`src/rtl/mrc_pkg.sv`:
```
package mrc_pkg;
    typedef enum logic [2:0] {
        ST_HALT,
        ST_RUN,
        ST_ARM,
        ST_STROBE,
        ST_WAIT
    } mrc_state_e;

    localparam int unsigned NUM_CNT = 4;
    localparam int unsigned IDX_RECONF = 0;
    localparam int unsigned IDX_UNDER  = 1;
    localparam int unsigned IDX_OVER   = 2;
    localparam int unsigned IDX_WMARK  = 3;
endpackage

```
`src/rtl/mrc_qualifier.sv`:
```
module mrc_qualifier #(
    parameter int unsigned MODE_W   = 4,
    parameter int unsigned RUN_W    = 4,
    parameter int unsigned DEF_MODE = 0
) (
    input  logic              clk,
    input  logic              rst_n,
    input  logic [MODE_W-1:0] det_mode,
    input  logic              det_valid,
    input  logic [RUN_W-1:0]  cfg_runs,
    output logic [MODE_W-1:0] stable_mode
);
    localparam logic [RUN_W-1:0] RUN_MAX = '1;

    logic [MODE_W-1:0] cand_q;
    logic [MODE_W-1:0] stable_q;
    logic [RUN_W-1:0]  run_q;
    logic [RUN_W-1:0]  run_nx;
    logic [RUN_W-1:0]  need_runs;
    logic              same_cand;

    always_comb begin
        need_runs = (cfg_runs == '0) ? RUN_W'(1) : cfg_runs;
        same_cand = (det_mode == cand_q);
        if (!same_cand) begin
            run_nx = RUN_W'(1);
        end else if (run_q == RUN_MAX) begin
            run_nx = run_q;
        end else begin
            run_nx = run_q + RUN_W'(1);
        end
    end

    always_ff @(posedge clk) begin
        if (!rst_n) begin
            cand_q   <= MODE_W'(DEF_MODE);
            stable_q <= MODE_W'(DEF_MODE);
            run_q    <= '0;
        end else if (det_valid) begin
            cand_q <= det_mode;
            run_q  <= run_nx;
            if (run_nx == need_runs) begin
                stable_q <= det_mode;
            end
        end
    end

    assign stable_mode = stable_q;

    // the accepted mode never moves on a cycle without a detect sample
    a_r2_hold_without_sample: assert property (@(posedge clk) disable iff (!rst_n)
        !det_valid |=> $stable(stable_mode));

    // a newly accepted value equals the sample that completed its run
    a_r2_accept_from_sample: assert property (@(posedge clk) disable iff (!rst_n)
        (det_valid && det_mode != stable_mode) |=> (stable_mode == $past(det_mode) || $stable(stable_mode)));
endmodule

```
`src/rtl/mrc_sat_counter.sv`:
```
module mrc_sat_counter #(
    parameter int unsigned W = 8
) (
    input  logic         clk,
    input  logic         rst_n,
    input  logic         inc,
    input  logic         clr,
    output logic [W-1:0] count
);
    localparam logic [W-1:0] CNT_MAX = '1;

    logic [W-1:0] count_q;

    always_ff @(posedge clk) begin
        if (!rst_n) begin
            count_q <= '0;
        end else if (clr) begin
            count_q <= '0;
        end else if (inc && count_q != CNT_MAX) begin
            count_q <= count_q + W'(1);
        end
    end

    assign count = count_q;

    // a full counter stays full until cleared
    a_r8_saturate: assert property (@(posedge clk) disable iff (!rst_n)
        (count == CNT_MAX && !clr) |=> count == CNT_MAX);

    // clear empties the counter on the next edge
    a_r9_clear_zero: assert property (@(posedge clk) disable iff (!rst_n)
        clr |=> count == '0);

    // without inc or clear the count holds
    a_r8_hold_idle: assert property (@(posedge clk) disable iff (!rst_n)
        (!inc && !clr) |=> $stable(count));
endmodule

```
`src/rtl/mrc_sequencer.sv`:
```
module mrc_sequencer
    import mrc_pkg::*;
#(
    parameter int unsigned MODE_W   = 4,
    parameter int unsigned TIMEOUT  = 32,
    parameter int unsigned DEF_MODE = 0
) (
    input  logic              clk,
    input  logic              rst_n,
    input  logic [MODE_W-1:0] target_mode,
    input  logic              hpd_evt,
    input  logic              edid_evt,
    input  logic              frame_tick,
    input  logic              tg_done,
    input  logic              err_clr,
    output logic              blank,
    output logic              reconf_pulse,
    output logic [MODE_W-1:0] reconf_mode,
    output logic [MODE_W-1:0] cur_mode,
    output logic              err_timeout
);
    localparam int unsigned TMR_W = $clog2(TIMEOUT + 1);
    localparam logic [TMR_W-1:0] TMR_LAST = TMR_W'(TIMEOUT - 1);

    mrc_state_e        state_q, state_d;
    logic [MODE_W-1:0] target_q;
    logic [MODE_W-1:0] cur_q;
    logic [TMR_W-1:0]  tmr_q;
    logic              pending_q;
    logic              err_q;
    logic              trig;
    logic              go;
    logic              idle_st;
    logic              expire;

    always_comb begin
        trig    = (target_mode != target_q) || hpd_evt || edid_evt;
        go      = trig || pending_q;
        idle_st = (state_q == ST_HALT) || (state_q == ST_RUN);
        expire  = (state_q == ST_WAIT) && !tg_done && (tmr_q == TMR_LAST);
    end

    // next-state logic
    always_comb begin
        state_d = state_q;
        unique case (state_q)
            ST_HALT:   if (go) state_d = ST_ARM;
            ST_RUN:    if (go) state_d = ST_ARM;
            ST_ARM:    if (frame_tick) state_d = ST_STROBE;
            ST_STROBE: state_d = ST_WAIT;
            ST_WAIT: begin
                if (tg_done) begin
                    state_d = ST_RUN;
                end else if (expire) begin
                    state_d = ST_HALT;
                end
            end
            default:   state_d = ST_HALT;
        endcase
    end

    // state register
    always_ff @(posedge clk) begin
        if (!rst_n) begin
            state_q <= ST_HALT;
        end else begin
            state_q <= state_d;
        end
    end

    // datapath registers
    always_ff @(posedge clk) begin
        if (!rst_n) begin
            target_q  <= MODE_W'(DEF_MODE);
            cur_q     <= MODE_W'(DEF_MODE);
            tmr_q     <= '0;
            pending_q <= 1'b0;
            err_q     <= 1'b0;
        end else begin
            target_q <= target_mode;
            if (idle_st && go) begin
                pending_q <= 1'b0;
            end else if (trig) begin
                pending_q <= 1'b1;
            end
            if (state_q == ST_ARM && frame_tick) begin
                cur_q <= target_mode;
            end
            if (state_q == ST_WAIT) begin
                tmr_q <= tmr_q + TMR_W'(1);
            end else begin
                tmr_q <= '0;
            end
            if (err_clr) begin
                err_q <= 1'b0;
            end else if (expire) begin
                err_q <= 1'b1;
            end
        end
    end

    // outputs
    always_comb begin
        blank        = (state_q != ST_RUN);
        reconf_pulse = (state_q == ST_STROBE);
        reconf_mode  = cur_q;
        cur_mode     = cur_q;
        err_timeout  = err_q;
    end

    // a strobe follows a frame boundary
    a_r5_strobe_after_tick: assert property (@(posedge clk) disable iff (!rst_n)
        reconf_pulse |-> $past(frame_tick));

    // blank releases only after done
    a_r5_unblank_after_done: assert property (@(posedge clk) disable iff (!rst_n)
        $fell(blank) |-> $past(tg_done));

    // the strobe is a single cycle
    a_r4_single_strobe: assert property (@(posedge clk) disable iff (!rst_n)
        reconf_pulse |=> !reconf_pulse);

    // blank rises only on a trigger or a pending one
    a_r3_gated_start: assert property (@(posedge clk) disable iff (!rst_n)
        $rose(blank) |-> $past(trig || pending_q));

    // the timeout flag is sticky until cleared
    a_r6_err_sticky: assert property (@(posedge clk) disable iff (!rst_n)
        (err_timeout && !err_clr) |=> err_timeout);

    // a timeout leaves the output blanked
    a_r6_halt_blanked: assert property (@(posedge clk) disable iff (!rst_n)
        expire |=> (blank && state_q == ST_HALT));

    // live output never runs on a stale mode
    a_r10_no_stale_mode: assert property (@(posedge clk) disable iff (!rst_n)
        (state_q == ST_RUN && !pending_q && !trig) |-> cur_mode == target_mode);
endmodule

```
`src/rtl/mode_reconfig_ctrl.sv`:
```
module mode_reconfig_ctrl
    import mrc_pkg::*;
#(
    parameter int unsigned MODE_W   = 4,
    parameter int unsigned RUN_W    = 4,
    parameter int unsigned CNT_W    = 8,
    parameter int unsigned TIMEOUT  = 32,
    parameter int unsigned DEF_MODE = 0
) (
    input  logic              clk,
    input  logic              rst_n,
    input  logic [MODE_W-1:0] det_mode,
    input  logic              det_valid,
    input  logic              hpd_evt,
    input  logic              edid_evt,
    input  logic              frame_tick,
    input  logic              tg_done,
    input  logic              buf_underflow,
    input  logic              buf_overflow,
    input  logic              buf_watermark,
    input  logic [RUN_W-1:0]  cfg_runs,
    input  logic              cfg_lock,
    input  logic [MODE_W-1:0] cfg_lock_mode,
    input  logic              stat_clear,
    output logic              blank,
    output logic              reconf_pulse,
    output logic [MODE_W-1:0] reconf_mode,
    output logic [MODE_W-1:0] cur_mode,
    output logic              err_timeout,
    output logic [CNT_W-1:0]  cnt_reconfig,
    output logic [CNT_W-1:0]  cnt_underflow,
    output logic [CNT_W-1:0]  cnt_overflow,
    output logic [CNT_W-1:0]  cnt_watermark
);
    logic [MODE_W-1:0] stable_mode;
    logic [MODE_W-1:0] target_mode;
    logic [NUM_CNT-1:0] inc_vec;
    logic [CNT_W-1:0]  cnt_arr [NUM_CNT];

    mrc_qualifier #(
        .MODE_W  (MODE_W),
        .RUN_W   (RUN_W),
        .DEF_MODE(DEF_MODE)
    ) u_qual (
        .clk        (clk),
        .rst_n      (rst_n),
        .det_mode   (det_mode),
        .det_valid  (det_valid),
        .cfg_runs   (cfg_runs),
        .stable_mode(stable_mode)
    );

    // lock overrides the detected mode
    assign target_mode = cfg_lock ? cfg_lock_mode : stable_mode;

    mrc_sequencer #(
        .MODE_W  (MODE_W),
        .TIMEOUT (TIMEOUT),
        .DEF_MODE(DEF_MODE)
    ) u_seq (
        .clk         (clk),
        .rst_n       (rst_n),
        .target_mode (target_mode),
        .hpd_evt     (hpd_evt),
        .edid_evt    (edid_evt),
        .frame_tick  (frame_tick),
        .tg_done     (tg_done),
        .err_clr     (stat_clear),
        .blank       (blank),
        .reconf_pulse(reconf_pulse),
        .reconf_mode (reconf_mode),
        .cur_mode    (cur_mode),
        .err_timeout (err_timeout)
    );

    always_comb begin
        inc_vec             = '0;
        inc_vec[IDX_RECONF] = reconf_pulse;
        inc_vec[IDX_UNDER]  = buf_underflow;
        inc_vec[IDX_OVER]   = buf_overflow;
        inc_vec[IDX_WMARK]  = buf_watermark;
    end

    for (genvar gi = 0; gi < NUM_CNT; gi++) begin : g_cnt
        mrc_sat_counter #(.W(CNT_W)) u_cnt (
            .clk  (clk),
            .rst_n(rst_n),
            .inc  (inc_vec[gi]),
            .clr  (stat_clear),
            .count(cnt_arr[gi])
        );
    end

    assign cnt_reconfig  = cnt_arr[IDX_RECONF];
    assign cnt_underflow = cnt_arr[IDX_UNDER];
    assign cnt_overflow  = cnt_arr[IDX_OVER];
    assign cnt_watermark = cnt_arr[IDX_WMARK];

    // while locked and settings unchanged, detect samples start nothing
    a_r7_lock_ignores_detect: assert property (@(posedge clk) disable iff (!rst_n)
        (cfg_lock && $past(cfg_lock) && $stable(cfg_lock_mode)) |-> $stable(target_mode));
endmodule

```
`config.mk`:
```
export PLATFORM = sky130hd
export DESIGN_NAME = mode_reconfig_ctrl
export DESIGN_NICKNAME = d
export VERILOG_FILES = /design/src/rtl/mrc_pkg.sv /design/src/rtl/mrc_qualifier.sv /design/src/rtl/mrc_sat_counter.sv /design/src/rtl/mrc_sequencer.sv /design/src/rtl/mode_reconfig_ctrl.sv
export SDC_FILE = /design/constraint.sdc
export NUM_CORES = 1
export LEC_CHECK = 0
export BUFFER_PORTS_ARGS = -buffer_cell sky130_fd_sc_hd__buf_2
export CAP_MARGIN = 15
export CORE_MARGIN = 2
export CORE_UTILIZATION = 28
export CTS_BUF_LIST = sky130_fd_sc_hd__clkbuf_8
export DETAILED_ROUTE_END_ITERATION = 8
export MAX_ROUTING_LAYER = met4
export SETUP_SLACK_MARGIN = 0.5
export SKIP_CTS_REPAIR_TIMING = 1
export SYNTH_ARGS = -nofsm -noshare
export SYNTH_HDL_FRONTEND = slang
export SYNTH_HIERARCHICAL = 1
export SYNTH_SLANG_ARGS = --single-unit
```
`constraint.sdc`:
```
create_clock -name clk -period 3.1 [get_ports clk]
set_input_delay 0.31 -clock clk [delete_from_list [all_inputs] [get_ports clk]]
set_output_delay 0.31 -clock clk [all_outputs]
set_load 0.1 [all_outputs]
```
# ---- Word level (Yosys, flattened, before mapping)
# Index checks and enable logic that the tools add are counted.
dict set report classes {
  muxes 9
  add_sub_neg 6
  eq_ne 17
  bitwise 1
  n_reduce_logical 21
}
# op count
set ops {}
lappend ops {{adder 8 x 1 -> 8 bit, second input constant} 4}
lappend ops {{!= test 8 bit, second input constant} 4}
lappend ops {{2-to-1 mux 4 bit} 4}
lappend ops {{2-to-1 mux 3 bit} 4}
lappend ops {{case mux 3 bit (4 select lines)} 1}
lappend ops {{== test 4 bit} 2}
lappend ops {{logical AND 1 bit} 8}
lappend ops {{adder 6 x 1 -> 6 bit, second input constant} 1}
lappend ops {{== test 3 x 2 -> 1 bit, second input constant} 2}
lappend ops {{== test 6 x 5 -> 1 bit, second input constant} 1}
lappend ops {{OR reduction 2 bit} 3}
lappend ops {{adder 4 x 1 -> 4 bit, second input constant} 1}
lappend ops {{== test 4 bit, second input constant} 1}
lappend ops {{logical NOT 4 bit} 1}
lappend ops {{logical OR 1 bit} 4}
lappend ops {{!= test 4 bit} 1}
lappend ops {{AND reduction 2 bit} 2}
lappend ops {{== test 3 x 1 -> 1 bit, second input constant} 1}
lappend ops {{== test 3 bit, second input constant} 1}
lappend ops {{logical NOT 3 bit} 1}
lappend ops {{!= test 3 x 1 -> 1 bit, second input constant} 1}
lappend ops {{!= test 3 x 2 -> 1 bit, second input constant} 1}
lappend ops {{AND reduction 3 bit} 1}
lappend ops {{!= test 2 x 1 -> 1 bit, second input constant} 1}
lappend ops {{3 further kinds} 3}
dict set report word_totals {
  regBits 63
  word_cells 67
}

# ---- Logic depth before layout (Yosys ltp)
dict set report logic_depth {
  ltp_word 7
  ltp_mapped 7
}

# ---- Cells and area by module
# The synthesis kept the hierarchy.
# mod area_per_inst_um2 cells_per_inst n_inst
set by_module_without_submodules {}
lappend by_module_without_submodules {mrc_sat_counter 421.7 46 4}
lappend by_module_without_submodules {mrc_sequencer 813.3 81 1}
lappend by_module_without_submodules {mrc_qualifier 688.2 77 1}
lappend by_module_without_submodules {mode_reconfig_ctrl 45.0 4 1}

# ---- Least setup slack after synthesis
# OpenSTA, ideal clock, no wires.
dict set report synth_path {
  kind {reg2reg}
  startpoint {register u_qual.run_q[0]}
  endpoint {register u_qual.stable_q[0] (netlist: u_qual/stable_mode[0])}
  path_stages_with_launch 8
  slack_ps 945
  required_time_ps 3028
  arrival_time_ps 2083
  period_less_slack_ps 2155
  cell_sequence {dfxtp_1 ha_1 nand3_2 xnor2_1 or3_4 o311a_1 nor4_4 mux2i_1}
}
dict set report synth_via {
  elab_chain_cells 5
  elab_cells_between_ends 6
  cone_classes {1 x add/sub; 2 x eq/ne; 2 x mux; 1 x reduce/logical}
}
# element line
set synth_rtl {}
lappend synth_rtl {{start, declared} mrc_qualifier.sv:17} ;# logic [RUN_W-1:0] run_q;
lappend synth_rtl {{start signal, assigned} mrc_qualifier.sv:41} ;# run_q <= run_nx;
lappend synth_rtl {{adder 4 x 1 -> 4 bit / == test 4 bit (equally long branches)} {mrc_qualifier.sv:30, mrc_qualifier.sv:27}}
lappend synth_rtl {{2-to-1 mux 4 bit (*)} mrc_qualifier.sv:27} ;# end else if (run_q == RUN_MAX) begin
lappend synth_rtl {{2-to-1 mux 4 bit (*)} mrc_qualifier.sv:25} ;# if (!same_cand) begin
lappend synth_rtl {{== test 4 bit (*)} mrc_qualifier.sv:42} ;# if (run_nx == need_runs) begin
lappend synth_rtl {{AND reduction 2 bit (no source line) (*)} --}
lappend synth_rtl {{end signal, assigned} mrc_qualifier.sv:37} ;# stable_q <= MODE_W'(DEF_MODE);
lappend synth_rtl {{end signal, assigned} mrc_qualifier.sv:43} ;# stable_q <= det_mode;
lappend synth_rtl {{end, declared} mrc_qualifier.sv:16} ;# logic [MODE_W-1:0] stable_q;
# Mark *: on every way between the ends. The rest lies on a longest branch, timed or not.
# A chain may end at the register's enable or synchronous reset.

# ---- Worst setup path after layout
dict set report layout_path {
  startpoint {register u_qual.run_q[1]}
  endpoint {register u_qual.stable_q[1] (netlist: u_qual/stable_mode[1])}
}
# Same word-level chain as after synthesis.

==> key figures <==
Drt
  • DR iter-0 viols: 60
  • DR vias: 2,788
  • DRC: 0
  • DR WL/cell: 12.6 microns
  • Initial DRT Pass Iterations: 4
  • Vias per Instance: 4.94
  • Post-DRT Antenna Nets: 0
  • Final wirelength: 7090 microns

Floorplanning
  • Initial Util: 0.286
  • FP Rows: 39
  • Die Y: 111 microns
  • Die area: 12,400 sq um
  • Die X: 111 microns
  • CORE AREA: 11,300 sq um
  • # IOs: 67

STA
  • Tmin final: 2370 ps
  • Final setup vio count: 0
  • Hold Vio Cnt, Final: 0
  • Slew headroom: 0.630
  • Final WS setup: 728 ps
  • RSZ-0062 raised after global routing: false
  • FMAX: 422 MHz
  • Clock Skews: 8.51 ps
  • Hold Slack: 254 ps
  • Slew Limit Fails: 0
  • Least-Margin Pin Slew: 554 ps
  • Tcrit/Tclk final: 0.765
  • Final setup TNS: 0 ps

Critical path
  • Critical Path AT: 2640 ps
  • Startpoint types: flop
  • Delay of the slowest cell on the worst path: 450 ps
  • Max FO, Critical Path: 5
  • CP required: 3360 ps
  • CP Capture Type: flop
  • CP delay by family, top: simple AND/OR/NAND/NOR gates
  • CP max stage cell: nor4_4
  • Crit path kind: flop to flop
  • Worst-path cell chain: ha_1 > nand3_2 > xnor2_1 > or3_4 > o311a_1 > nor4_4 > mux2i_1
  • WP buf/inv: 0

Placed design
  • Place WS: 752 ps
  • GPL Wtd Cong: 0.818
  • DP HPWL: 5170 microns
  • Dpl cell area: 3690 sq um
  • Port Buf Inserts: 66

Outcome
  • Status: complete, no violations

Clock network
  • Clk buf depth: 2
  • H-tree depth: 3
  • CTS sink cnt: 63
  • Clock Pin Slew Worst Setup and Hold Paths: 80 ps
  • CTS Buf Count: 9
  • CTS tree: done
  • Root Buffer: clkbuf_8
  • Clk_lat worst skew: 340 ps

Global routing
  • GRT Total Usage: 0.122
  • Vias in the first global route: 2,539
  • Largest net degree at the start of global routing: 32
  • Antenna violations before repair: 0
  • Remaining Overflow, GRT: 0
  • Global-route wire length before repair: 12,000 microns

Pwr
  • Static Leak: 1.60 nW
  • Peak supply drop: 190 uV
  • P per Cell Area: 482 nW/um^2

Logic synthesis
  • Post-synthesis register bit count: 63
  • Cells after Synth: 346
  • Synth Warn #: 6
  • Syn nets: 376
  • Cell Area, Synth: 3230 sq um
  • Ys flop type: dfxtp_1
  • Post-synth EDFFs: 0
  • Async SR Flop Fraction: 0
  • Avg Inst Size Synth: 9.34 sq um
  • Seq/Total Area, Yosys: 0.390
  • Synth unique cells: 48

Finish
  • Synth-to-Final Area Change: 21.6%
  • Share of cells above drive strength 1: 0.261
  • Commonest non-fill, non-tap cell in the layout: buf_2
  • Layout Nets: 446
  • Most frequent cells in the layout: buf_2 (66), dfxtp_1 (63), nand2_1 (31)
  • # diodes: 0
  • Filler cell count: 1,188
  • Post-route cell area: 3930 sq um

Flow run
  • Max Cap Viol: 0

Min path
  • Hold/Removal Path Class: primary input to flop
per-stage QoR:
step | cells | total power [mW] | util
after detailed placement | 548 | 1.04 | 0.326
final | 564 | 1.90 | 0.347
after CTS | 564 | 1.94 | 0.347
after floorplan | 346 | 0.994 | -
after global placement | 548 | 1.04 | 0.326
after global routing | 564 | 2.00 | 0.347
power by group:
| group | leakage (nW) | switching [mW] | internal [mW] |
|---|---|---|---|
| logic | 0.972 | 0.122 | 0.0603 |
| registers | 0.511 | 0.0149 | 0.824 |
| clock network | 0.120 | 0.339 | 0.537 |
flip-flops by register name, summed over array words and instances, names as in the netlist:
signal	flops
u_seq/err_timeout	1
u_seq/cur_mode	4
g_cnt.u_cnt/count	32
u_qual/stable_mode	4
u_qual/cand_q	4
u_seq/target_q	4
u_qual/run_q	4
u_seq/tmr_q	6
u_seq/pending_q	1
u_seq/state_q	3
synth_stat cells, types with 5 or more instances:
cell	count	area, sq um
ha_1	6	75.1
nand4_1	5	31.3
and4_1	16	140
o21ai_0	16	80.1
nor2b_1	17	106
mux2i_1	25	250
xnor2_1	9	78.8
a21oi_1	26	130
a211oi_2	5	62.6
nor2_1	14	52.6
nand3_1	9	45.0
xor2_1	5	43.8
nand2b_1	13	81.3
nand2_1	31	116
inv_1	5	18.8
dfxtp_1	63	1260
a31oi_1	8	50.1
nor3_1	12	60.1
worst paths after layout:
path	start	to	slack (ps)	cells after the start
max	u_qual/run_q[1]	u_qual/stable_mode[1]	730	7
min	det_mode[3]	u_qual/stable_mode[3]	250	3
max reg2reg	u_qual/run_q[1]	u_qual/stable_mode[1]	730	7
min reg2reg	u_seq/tmr_q[0]	u_seq/tmr_q[0]	460	1
final cells by class:
| cell class | count | area (sq um) | area share |
|---|---|---|---|
| Inverter | 6 | 22.5 | 0.00573 |
| Clock buffer | 9 | 124 | 0.0315 |
| Multi-Input combinational cell | 269 | 1890 | 0.480 |
| Sequential cell | 63 | 1260 | 0.321 |
| Clock inverter | 7 | 120 | 0.0305 |
| Tap cell | 143 | 179 | 0.0455 |
| Timing Repair Buffer | 67 | 338 | 0.0859 |
worst register-to-register path: cells and delay by family, from the launching register on:
kind / cells / cell delay (ps)
and+or+nand+nor: 3 / 920
DFF: 1 / 380
AOI/OAI and AO/OA: 1 / 330
adders and majority gates: 1 / 260
muxes: 1 / 240
xor gates and xnor gates: 1 / 180
routing by layer:
| layer | track usage | routed length [microns] | vias up |
|---|---|---|---|
| met5 | - | 0 | - |
| met4 | 0.0444 | 67 | 0 |
| met3 | 0.0403 | 252 | 4 |
| met2 | 0.192 | 3430 | 45 |
| met1 | 0.146 | 3340 | 1324 |
| li1 | - | - | 1415 |
cell families (layout without fill, tap and decap cells):
kind of cell / Yosys count / count (layout) / share of synthesized area
AOI/OAI and AO/OA: 70 / 70 / 0.144
xor gates and xnor gates: 14 / 14 / 0.0379
adders and majority gates: 6 / 6 / 0.0232
buffers and inverters: 14 / 89 / 0.0259
DFF: 63 / 63 / 0.390
muxes: 29 / 29 / 0.0913
and+or+nand+nor: 150 / 150 / 0.287
Note: power is estimated with default switching activity, not from simulation.
